===== src/rtl/stn_tg_pkg.sv =====
package stn_tg_pkg;

  typedef enum logic [1:0] {
    PH_PULSE  = 2'd0,
    PH_DELAY  = 2'd1,
    PH_ACTIVE = 2'd2,
    PH_BLANK  = 2'd3
  } line_phase_e;

  // Width of the line pulse in system-clock cycles.
  function automatic int unsigned pulse_cycles(input logic [1:0] code);
    return 32'd16 << code;
  endfunction

  // Quiet cycles from the end of the pulse to the first active cycle.
  function automatic int unsigned delay_cycles(input logic [1:0] code);
    return 32'd16 << code;
  endfunction

  // Blank tail in cycles.
  function automatic int unsigned blank_cycles(input int unsigned units);
    return units * 32'd8;
  endfunction

  // Divisor floor of two.
  function automatic int unsigned sat_divisor(input int unsigned v);
    return (v < 32'd2) ? 32'd2 : v;
  endfunction

  // Bias line count floor of one.
  function automatic int unsigned sat_bias_lines(input int unsigned v);
    return (v == 32'd0) ? 32'd1 : v;
  endfunction

endpackage


===== src/rtl/stn_cfg_shadow.sv =====
module stn_cfg_shadow #(
  parameter int CLKDIV_W = 8,
  parameter int HOZ_W    = 11,
  parameter int LINE_W   = 10,
  parameter int BLANK_W  = 8,
  parameter int MVAL_W   = 8
) (
  input  logic                clk,
  input  logic                rst_n,
  input  logic                load,
  input  logic [CLKDIV_W-1:0] raw_div,
  input  logic [HOZ_W-1:0]    raw_hcount,
  input  logic [LINE_W-1:0]   raw_vcount,
  input  logic [1:0]          raw_pulse,
  input  logic [1:0]          raw_delay,
  input  logic [BLANK_W-1:0]  raw_blank,
  input  logic                raw_mode,
  input  logic [MVAL_W-1:0]   raw_mval,
  output logic [CLKDIV_W-1:0] eff_div,
  output logic [HOZ_W-1:0]    eff_hcount,
  output logic [LINE_W-1:0]   eff_vcount,
  output logic [1:0]          eff_pulse,
  output logic [1:0]          eff_delay,
  output logic [BLANK_W-1:0]  eff_blank,
  output logic                eff_mode,
  output logic [MVAL_W-1:0]   eff_mval
);
  import stn_tg_pkg::*;

  logic [CLKDIV_W-1:0] sh_div;
  logic [HOZ_W-1:0]    sh_hcount;
  logic [LINE_W-1:0]   sh_vcount;
  logic [1:0]          sh_pulse;
  logic [1:0]          sh_delay;
  logic [BLANK_W-1:0]  sh_blank;
  logic                sh_mode;
  logic [MVAL_W-1:0]   sh_mval;

  logic [CLKDIV_W-1:0] sat_div;
  logic [MVAL_W-1:0]   sat_mval;

  assign sat_div  = CLKDIV_W'(sat_divisor(32'(raw_div)));
  assign sat_mval = MVAL_W'(sat_bias_lines(32'(raw_mval)));

  always_ff @(posedge clk) begin
    if (!rst_n) begin
      sh_div    <= CLKDIV_W'(2);
      sh_hcount <= '0;
      sh_vcount <= '0;
      sh_pulse  <= '0;
      sh_delay  <= '0;
      sh_blank  <= '0;
      sh_mode   <= 1'b0;
      sh_mval   <= MVAL_W'(1);
    end else if (load) begin
      sh_div    <= sat_div;
      sh_hcount <= raw_hcount;
      sh_vcount <= raw_vcount;
      sh_pulse  <= raw_pulse;
      sh_delay  <= raw_delay;
      sh_blank  <= raw_blank;
      sh_mode   <= raw_mode;
      sh_mval   <= sat_mval;
    end
  end

  // In the capture cycle the live inputs are used so the frame's first
  // cycle already follows the new setting.
  always_comb begin
    if (load) begin
      eff_div    = sat_div;
      eff_hcount = raw_hcount;
      eff_vcount = raw_vcount;
      eff_pulse  = raw_pulse;
      eff_delay  = raw_delay;
      eff_blank  = raw_blank;
      eff_mode   = raw_mode;
      eff_mval   = sat_mval;
    end else begin
      eff_div    = sh_div;
      eff_hcount = sh_hcount;
      eff_vcount = sh_vcount;
      eff_pulse  = sh_pulse;
      eff_delay  = sh_delay;
      eff_blank  = sh_blank;
      eff_mode   = sh_mode;
      eff_mval   = sh_mval;
    end
  end

endmodule


===== src/rtl/stn_line_seq.sv =====
module stn_line_seq #(
  parameter int CLKDIV_W = 8,
  parameter int HOZ_W    = 11,
  parameter int BLANK_W  = 8
) (
  input  logic                clk,
  input  logic                rst_n,
  input  logic [CLKDIV_W-1:0] div,
  input  logic [HOZ_W-1:0]    hcount,
  input  logic [1:0]          pulse_code,
  input  logic [1:0]          delay_code,
  input  logic [BLANK_W-1:0]  blank,
  output logic                lpulse,
  output logic                pclk,
  output logic                active,
  output logic                line_end
);
  import stn_tg_pkg::*;

  localparam int PH_W  = (BLANK_W + 4 > 8) ? BLANK_W + 4 : 8;
  localparam int SUB_W = CLKDIV_W + 1;

  line_phase_e       ph;
  logic [PH_W-1:0]   cnt;
  logic [SUB_W-1:0]  sub;
  logic [HOZ_W-1:0]  pix;

  logic [PH_W-1:0]   plen_m1, dlen_m1, blen_m1;
  logic [SUB_W-1:0]  per_m1;
  logic              pulse_done, delay_done, per_done, act_done, blank_done, has_blank;

  assign plen_m1 = PH_W'(pulse_cycles(pulse_code) - 32'd1);
  assign dlen_m1 = PH_W'(delay_cycles(delay_code) - 32'd1);
  assign blen_m1 = PH_W'(blank_cycles(32'(blank)) - 32'd1);
  assign per_m1  = {div, 1'b0} - SUB_W'(1);

  assign has_blank  = (blank != '0);
  assign pulse_done = (ph == PH_PULSE)  && (cnt == plen_m1);
  assign delay_done = (ph == PH_DELAY)  && (cnt == dlen_m1);
  assign per_done   = (ph == PH_ACTIVE) && (sub == per_m1);
  assign act_done   = per_done && (pix == hcount);
  assign blank_done = (ph == PH_BLANK)  && (cnt == blen_m1);
  assign line_end   = blank_done || (act_done && !has_blank);

  always_ff @(posedge clk) begin
    if (!rst_n) begin
      ph  <= PH_PULSE;
      cnt <= '0;
      sub <= '0;
      pix <= '0;
    end else begin
      unique case (ph)
        PH_PULSE: begin
          if (pulse_done) begin
            ph  <= PH_DELAY;
            cnt <= '0;
          end else begin
            cnt <= cnt + PH_W'(1);
          end
        end
        PH_DELAY: begin
          if (delay_done) begin
            ph  <= PH_ACTIVE;
            cnt <= '0;
            sub <= '0;
            pix <= '0;
          end else begin
            cnt <= cnt + PH_W'(1);
          end
        end
        PH_ACTIVE: begin
          if (per_done) begin
            sub <= '0;
            if (act_done) begin
              ph  <= has_blank ? PH_BLANK : PH_PULSE;
              cnt <= '0;
            end else begin
              pix <= pix + HOZ_W'(1);
            end
          end else begin
            sub <= sub + SUB_W'(1);
          end
        end
        PH_BLANK: begin
          if (blank_done) begin
            ph  <= PH_PULSE;
            cnt <= '0;
          end else begin
            cnt <= cnt + PH_W'(1);
          end
        end
        default: begin
          ph  <= PH_PULSE;
          cnt <= '0;
        end
      endcase
    end
  end

  assign lpulse = (ph == PH_PULSE);
  assign active = (ph == PH_ACTIVE);
  assign pclk   = active && (sub >= {1'b0, div});

endmodule


===== src/rtl/stn_frame_ctr.sv =====
module stn_frame_ctr #(
  parameter int LINE_W = 10,
  parameter int MVAL_W = 8
) (
  input  logic              clk,
  input  logic              rst_n,
  input  logic              line_end,
  input  logic [LINE_W-1:0] vcount,
  input  logic              mode,
  input  logic [MVAL_W-1:0] mval,
  output logic              frm,
  output logic              bias,
  output logic              frame_start
);
  logic [LINE_W-1:0] line_idx;
  logic [MVAL_W-1:0] lc;
  logic              wrap, bias_hit;

  assign wrap     = (line_idx == vcount);
  assign bias_hit = (lc >= mval - MVAL_W'(1));

  always_ff @(posedge clk) begin
    if (!rst_n) begin
      line_idx    <= '0;
      frame_start <= 1'b1;
      bias        <= 1'b0;
      lc          <= '0;
    end else begin
      frame_start <= line_end && wrap;
      if (line_end) begin
        line_idx <= wrap ? '0 : line_idx + LINE_W'(1);
        if (mode) begin
          if (bias_hit) begin
            lc   <= '0;
            bias <= !bias;
          end else begin
            lc <= lc + MVAL_W'(1);
          end
        end else begin
          lc <= '0;
          if (wrap) bias <= !bias;
        end
      end
    end
  end

  assign frm = (line_idx == '0);

endmodule


===== src/rtl/stn_timing_gen.sv =====
module stn_timing_gen #(
  parameter int CLKDIV_W = 8,
  parameter int HOZ_W    = 11,
  parameter int LINE_W   = 10,
  parameter int BLANK_W  = 8,
  parameter int MVAL_W   = 8
) (
  input  logic                clk,
  input  logic                rst_n,
  input  logic [CLKDIV_W-1:0] cfg_clkdiv,
  input  logic [HOZ_W-1:0]    cfg_hcount,
  input  logic [LINE_W-1:0]   cfg_vcount,
  input  logic [1:0]          cfg_pulse_code,
  input  logic [1:0]          cfg_delay_code,
  input  logic [BLANK_W-1:0]  cfg_blank,
  input  logic                cfg_bias_mode,
  input  logic [MVAL_W-1:0]   cfg_bias_lines,
  output logic                frame_o,
  output logic                line_o,
  output logic                pclk_o,
  output logic                bias_o,
  output logic                valid_o
);

  logic [CLKDIV_W-1:0] sh_div;
  logic [HOZ_W-1:0]    sh_hcount;
  logic [LINE_W-1:0]   sh_vcount;
  logic [1:0]          sh_pulse;
  logic [1:0]          sh_delay;
  logic [BLANK_W-1:0]  sh_blank;
  logic                sh_mode;
  logic [MVAL_W-1:0]   sh_mval;

  logic line_end;
  logic frame_start;

  stn_cfg_shadow #(
    .CLKDIV_W(CLKDIV_W), .HOZ_W(HOZ_W), .LINE_W(LINE_W),
    .BLANK_W(BLANK_W), .MVAL_W(MVAL_W)
  ) u_shadow (
    .clk        (clk),
    .rst_n      (rst_n),
    .load       (frame_start),
    .raw_div    (cfg_clkdiv),
    .raw_hcount (cfg_hcount),
    .raw_vcount (cfg_vcount),
    .raw_pulse  (cfg_pulse_code),
    .raw_delay  (cfg_delay_code),
    .raw_blank  (cfg_blank),
    .raw_mode   (cfg_bias_mode),
    .raw_mval   (cfg_bias_lines),
    .eff_div    (sh_div),
    .eff_hcount (sh_hcount),
    .eff_vcount (sh_vcount),
    .eff_pulse  (sh_pulse),
    .eff_delay  (sh_delay),
    .eff_blank  (sh_blank),
    .eff_mode   (sh_mode),
    .eff_mval   (sh_mval)
  );

  stn_line_seq #(
    .CLKDIV_W(CLKDIV_W), .HOZ_W(HOZ_W), .BLANK_W(BLANK_W)
  ) u_line (
    .clk        (clk),
    .rst_n      (rst_n),
    .div        (sh_div),
    .hcount     (sh_hcount),
    .pulse_code (sh_pulse),
    .delay_code (sh_delay),
    .blank      (sh_blank),
    .lpulse     (line_o),
    .pclk       (pclk_o),
    .active     (valid_o),
    .line_end   (line_end)
  );

  stn_frame_ctr #(
    .LINE_W(LINE_W), .MVAL_W(MVAL_W)
  ) u_frame (
    .clk         (clk),
    .rst_n       (rst_n),
    .line_end    (line_end),
    .vcount      (sh_vcount),
    .mode        (sh_mode),
    .mval        (sh_mval),
    .frm         (frame_o),
    .bias        (bias_o),
    .frame_start (frame_start)
  );

endmodule


===== config.mk =====
export PLATFORM = sky130hd
export DESIGN_NAME = stn_timing_gen
export DESIGN_NICKNAME = d
export VERILOG_FILES = /design/src/rtl/stn_tg_pkg.sv /design/src/rtl/stn_cfg_shadow.sv /design/src/rtl/stn_line_seq.sv /design/src/rtl/stn_frame_ctr.sv /design/src/rtl/stn_timing_gen.sv
export SDC_FILE = /design/constraint.sdc
export NUM_CORES = 1
export LEC_CHECK = 0
export ABC_AREA = 1
export BUFFER_PORTS_ARGS = -buffer_cell sky130_fd_sc_hd__buf_2
export CAP_MARGIN = 5
export CORE_UTILIZATION = 40
export CTS_CLUSTER_DIAMETER = 200
export DETAILED_ROUTE_END_ITERATION = 12
export PLACE_DENSITY = 0.58
export SETUP_SLACK_MARGIN = 0.1
export SLEW_MARGIN = 10
export SYNTH_ARGS = -nofsm -noshare
export SYNTH_HDL_FRONTEND = slang
export SYNTH_SLANG_ARGS = --single-unit

===== constraint.sdc =====
create_clock -name clk -period 4.5 [get_ports clk]
set_input_delay 0.225 -clock clk [delete_from_list [all_inputs] [get_ports clk]]
set_output_delay 0.225 -clock clk [all_outputs]
set_load 0.02 [all_outputs]

==> flow_summary.yaml <==
finish:
  nets: 1140
  multiInputGateArea_um2: 4080
  fillerInstances: 1790
  layout.cells.non_filler: 1286
  finish.instance_area_um2: 7490
  syn2layout_area_growth_pct: 10.3
  ff_latch_area_um2: 2080
  drive_gt1_frac: 0.129
  diodes: 0
placement:
  post_dp_cell_area_um2: 7200
  dp_hpwl_um: 12900
  globalplace.congestion: 0.896
  portBuffers: 56
  dp_cells: 1271
outcome:
  status: "complete, no violations"
sta:
  drv_slew: 0
  hold_violations: 0
  setup_violations: 0
  grt_setup_unrepaired: "no"
  max_freq_mhz: 283
  fin_crit_sh: 0.786
  fin_crit_ns: 3.54
  fin_hold_ws_ns: 0.127
  slew_headroom: 0.451
  tns_ns: 0
  fin_skew_ns: 0.00969
  worst-slew-pin-transition_ns: 0.823
routing:
  drc: 0
  route.layer.met1.wl_um: 8420
  route.met3.wl_um: 541
  wl_met2_um: 7560
  topRoutingLayerUsed: "met4"
  first_pass_iters: 5
  drtIter0Drc: 387
  vias: 6284
  vias_per_cell: 4.89
  ant_nets: 0
  drt-total-wl_um: 16800
  wire_per_inst_um: 13.1
floorplanning:
  start_util: 0.409
  die_w_um: 132
  ioPinCount: 57
  die_h_um: 132
  dieArea_um2: 17500
  core_area_um2: 16600
  fp-row-count: 47
clock_tree:
  cts.path.max_buffers: 2
  clock_sinks: 104
  cts-buffers-inserted: 9
  ctsHtreeMaxLevel: 3
  clock_latency_ns: 0.36
  root_buffer: "clkbuf_16"
  clk_pin_slew_ns: 0.07
  cts_setup_buffers: 0
  cts_tree: "done"
  ctsHoldBuffers: 0
  cts-resized-gates: 0
flow_run:
  maxCapViolations: 0
setup_path:
  cp-end-kind: "register"
  path_class: "register to register"
  critPathBufInv: 1
  start_kind: "register"
  slowest_stage: "dfxtp_2"
  critPathArrivalTime_ns: 3.77
  crit_required_ns: 4.74
  slowest_delay_ns: 0.74
  cpMostUsedCell: "nand2_1"
  path_delay_family: "simple AND/OR/NAND/NOR gates"
  path_max_fanout: 24
  path_cells: "buf_4 -> nand2_1 -> nor2_1 -> nor2_2 -> ha_1 -> xor2_1 -> xor2_1 -> nand2_1 -> a21oi_1 -> nand2_1 -> nor2_4 -> nand3_2 -> nand2_2 -> nand3_2 -> nand2_2 -> nor3_1"
synthesis:
  synthesis.area_um2: 6790
  syn_inst: 1015
  synth-async-reset-ratio: 0
  yosysTopAreaCellShare: 0.307
  synthFlopType: "dfxtp_1"
  ys_types: 53
  synth_edf_count: 0
  yosys_warnings: 0
  synthTopCellsByArea: "dfxtp_1 (31%), nand2_1 (14%), nor2_1 (7.8%)"
  ys_seq_elements: 104
  synth-seq-area-share: 0.307
  syn_nets: 1093
  syn_area_per_cell_um2: 6.69
  yosysTopAreaCell: "dfxtp_1"
power:
  p_leak_nw: 3.31
  irDropWorstVdd_mv: 0.214
  power_density_nw_per_um2: 315
  finalPower_mw: 2.36
hold_path:
  hold_path_class: "primary input to register"
grt:
  grt_pass1_wl_um: 28400
  gr-total-overflow: 0
  antenna_found_initial: 0
  grt.total_usage: 0.202
  grt_max_degree: 45
  grt_pass1_vias: 6057
## synthesized netlist by cell type (all sizes together), types with 5 or more instances
library cell / n
ha: 26
inv: 121
buf: 18
clkbuf: 5
o21ai: 38
and2: 6
nor4: 8
dfxtp: 104
nor2: 151
xor2: 34
nand3: 77
a21oi: 44
xnor2: 9
nand2: 260
or2: 17
nor3: 40
mux2i: 12
nand4: 25
## worst min-delay path: stages
cell and delay (ns):
buf_2 0.09, o21ai_2 0.06, nor2_1 0.07
## sequential cells by signal (all words and copies together) (netlist names)
register	cells
u_frame.bias	1
u_frame.frame_start	1
u_frame.lc	8
u_frame.line_idx	10
u_line.cnt	12
u_line.ph	2
u_line.pix	11
u_line.sub	9
u_shadow.sh_blank	8
u_shadow.sh_delay	2
u_shadow.sh_div	8
u_shadow.sh_hcount	11
u_shadow.sh_mode	1
u_shadow.sh_mval	8
u_shadow.sh_pulse	2
u_shadow.sh_vcount	10
## where the power goes
group	switching [mW]	internal (mW)
clock network	0.348	0.443
registers	0.0438	0.974
logic	0.371	0.183
## final timing paths
path                            start                    end  slack, ns  cells past startpoint
setup reg to reg  u_frame.frame_start          u_line.cnt[8]       0.96                     16
hold reg to reg         u_line.pix[8]          u_line.pix[8]       0.47                      2
hold / removal          cfg_hcount[7]  u_shadow.sh_hcount[7]       0.13                      3
setup / recovery  u_frame.frame_start          u_line.cnt[8]       0.96                     16
## cell type report
type | instances | area share
Multi-Input combinational cell | 766 | 0.544
Timing Repair Buffer | 59 | 0.0404
Sequential cell | 104 | 0.278
Clock buffer | 12 | 0.0329
Inverter | 122 | 0.0618
Clock inverter | 3 | 0.00568
Tap cell | 220 | 0.0368
## cells in the final DEF (no fill, tap or decap), types with 13 or more instances in the layout
master	Yosys	layout
a21oi_1	43	43
buf_2	4	56
dfxtp_1	104	103
ha_1	26	26
inv_1	115	114
nand2_1	246	246
nand2_2	13	13
nand3_1	74	74
nand4_1	24	24
nor2_1	141	141
nor3_1	35	35
o21ai_0	22	22
xor2_1	33	33
## logic make-up (layout without fill, tap and decap cells)
group | count (synthesis) | in the layout | synth area share
simple gates | 589 | 589 | 0.389
buf+inv | 145 | 196 | 0.0929
flops | 104 | 104 | 0.307
compound gates | 94 | 94 | 0.0811
xor+xnor | 45 | 45 | 0.0632
fa+ha+maj | 26 | 26 | 0.0479
mux | 12 | 12 | 0.0195
## routing by layer
| metal | track usage | vias to the layer above |
|---|---|---|
| met5 | 0 | - |
| met4 | 0.0581 | 0 |
| met3 | 0.0408 | 19 |
| met2 | 0.335 | 104 |
| met1 | 0.264 | 2815 |
| li1 | - | 3346 |
## metrics by stage
stage / worst slack [ns] / util
final: 0.962 / 0.452
after global routing: 0.568 / 0.452
after CTS: 0.956 / 0.452
after detailed placement: 0.999 / 0.434
after global placement: 1.05 / 0.434
after floorplan: 1.28 / -
No activity file was read; power rests on OpenSTA's default activity.
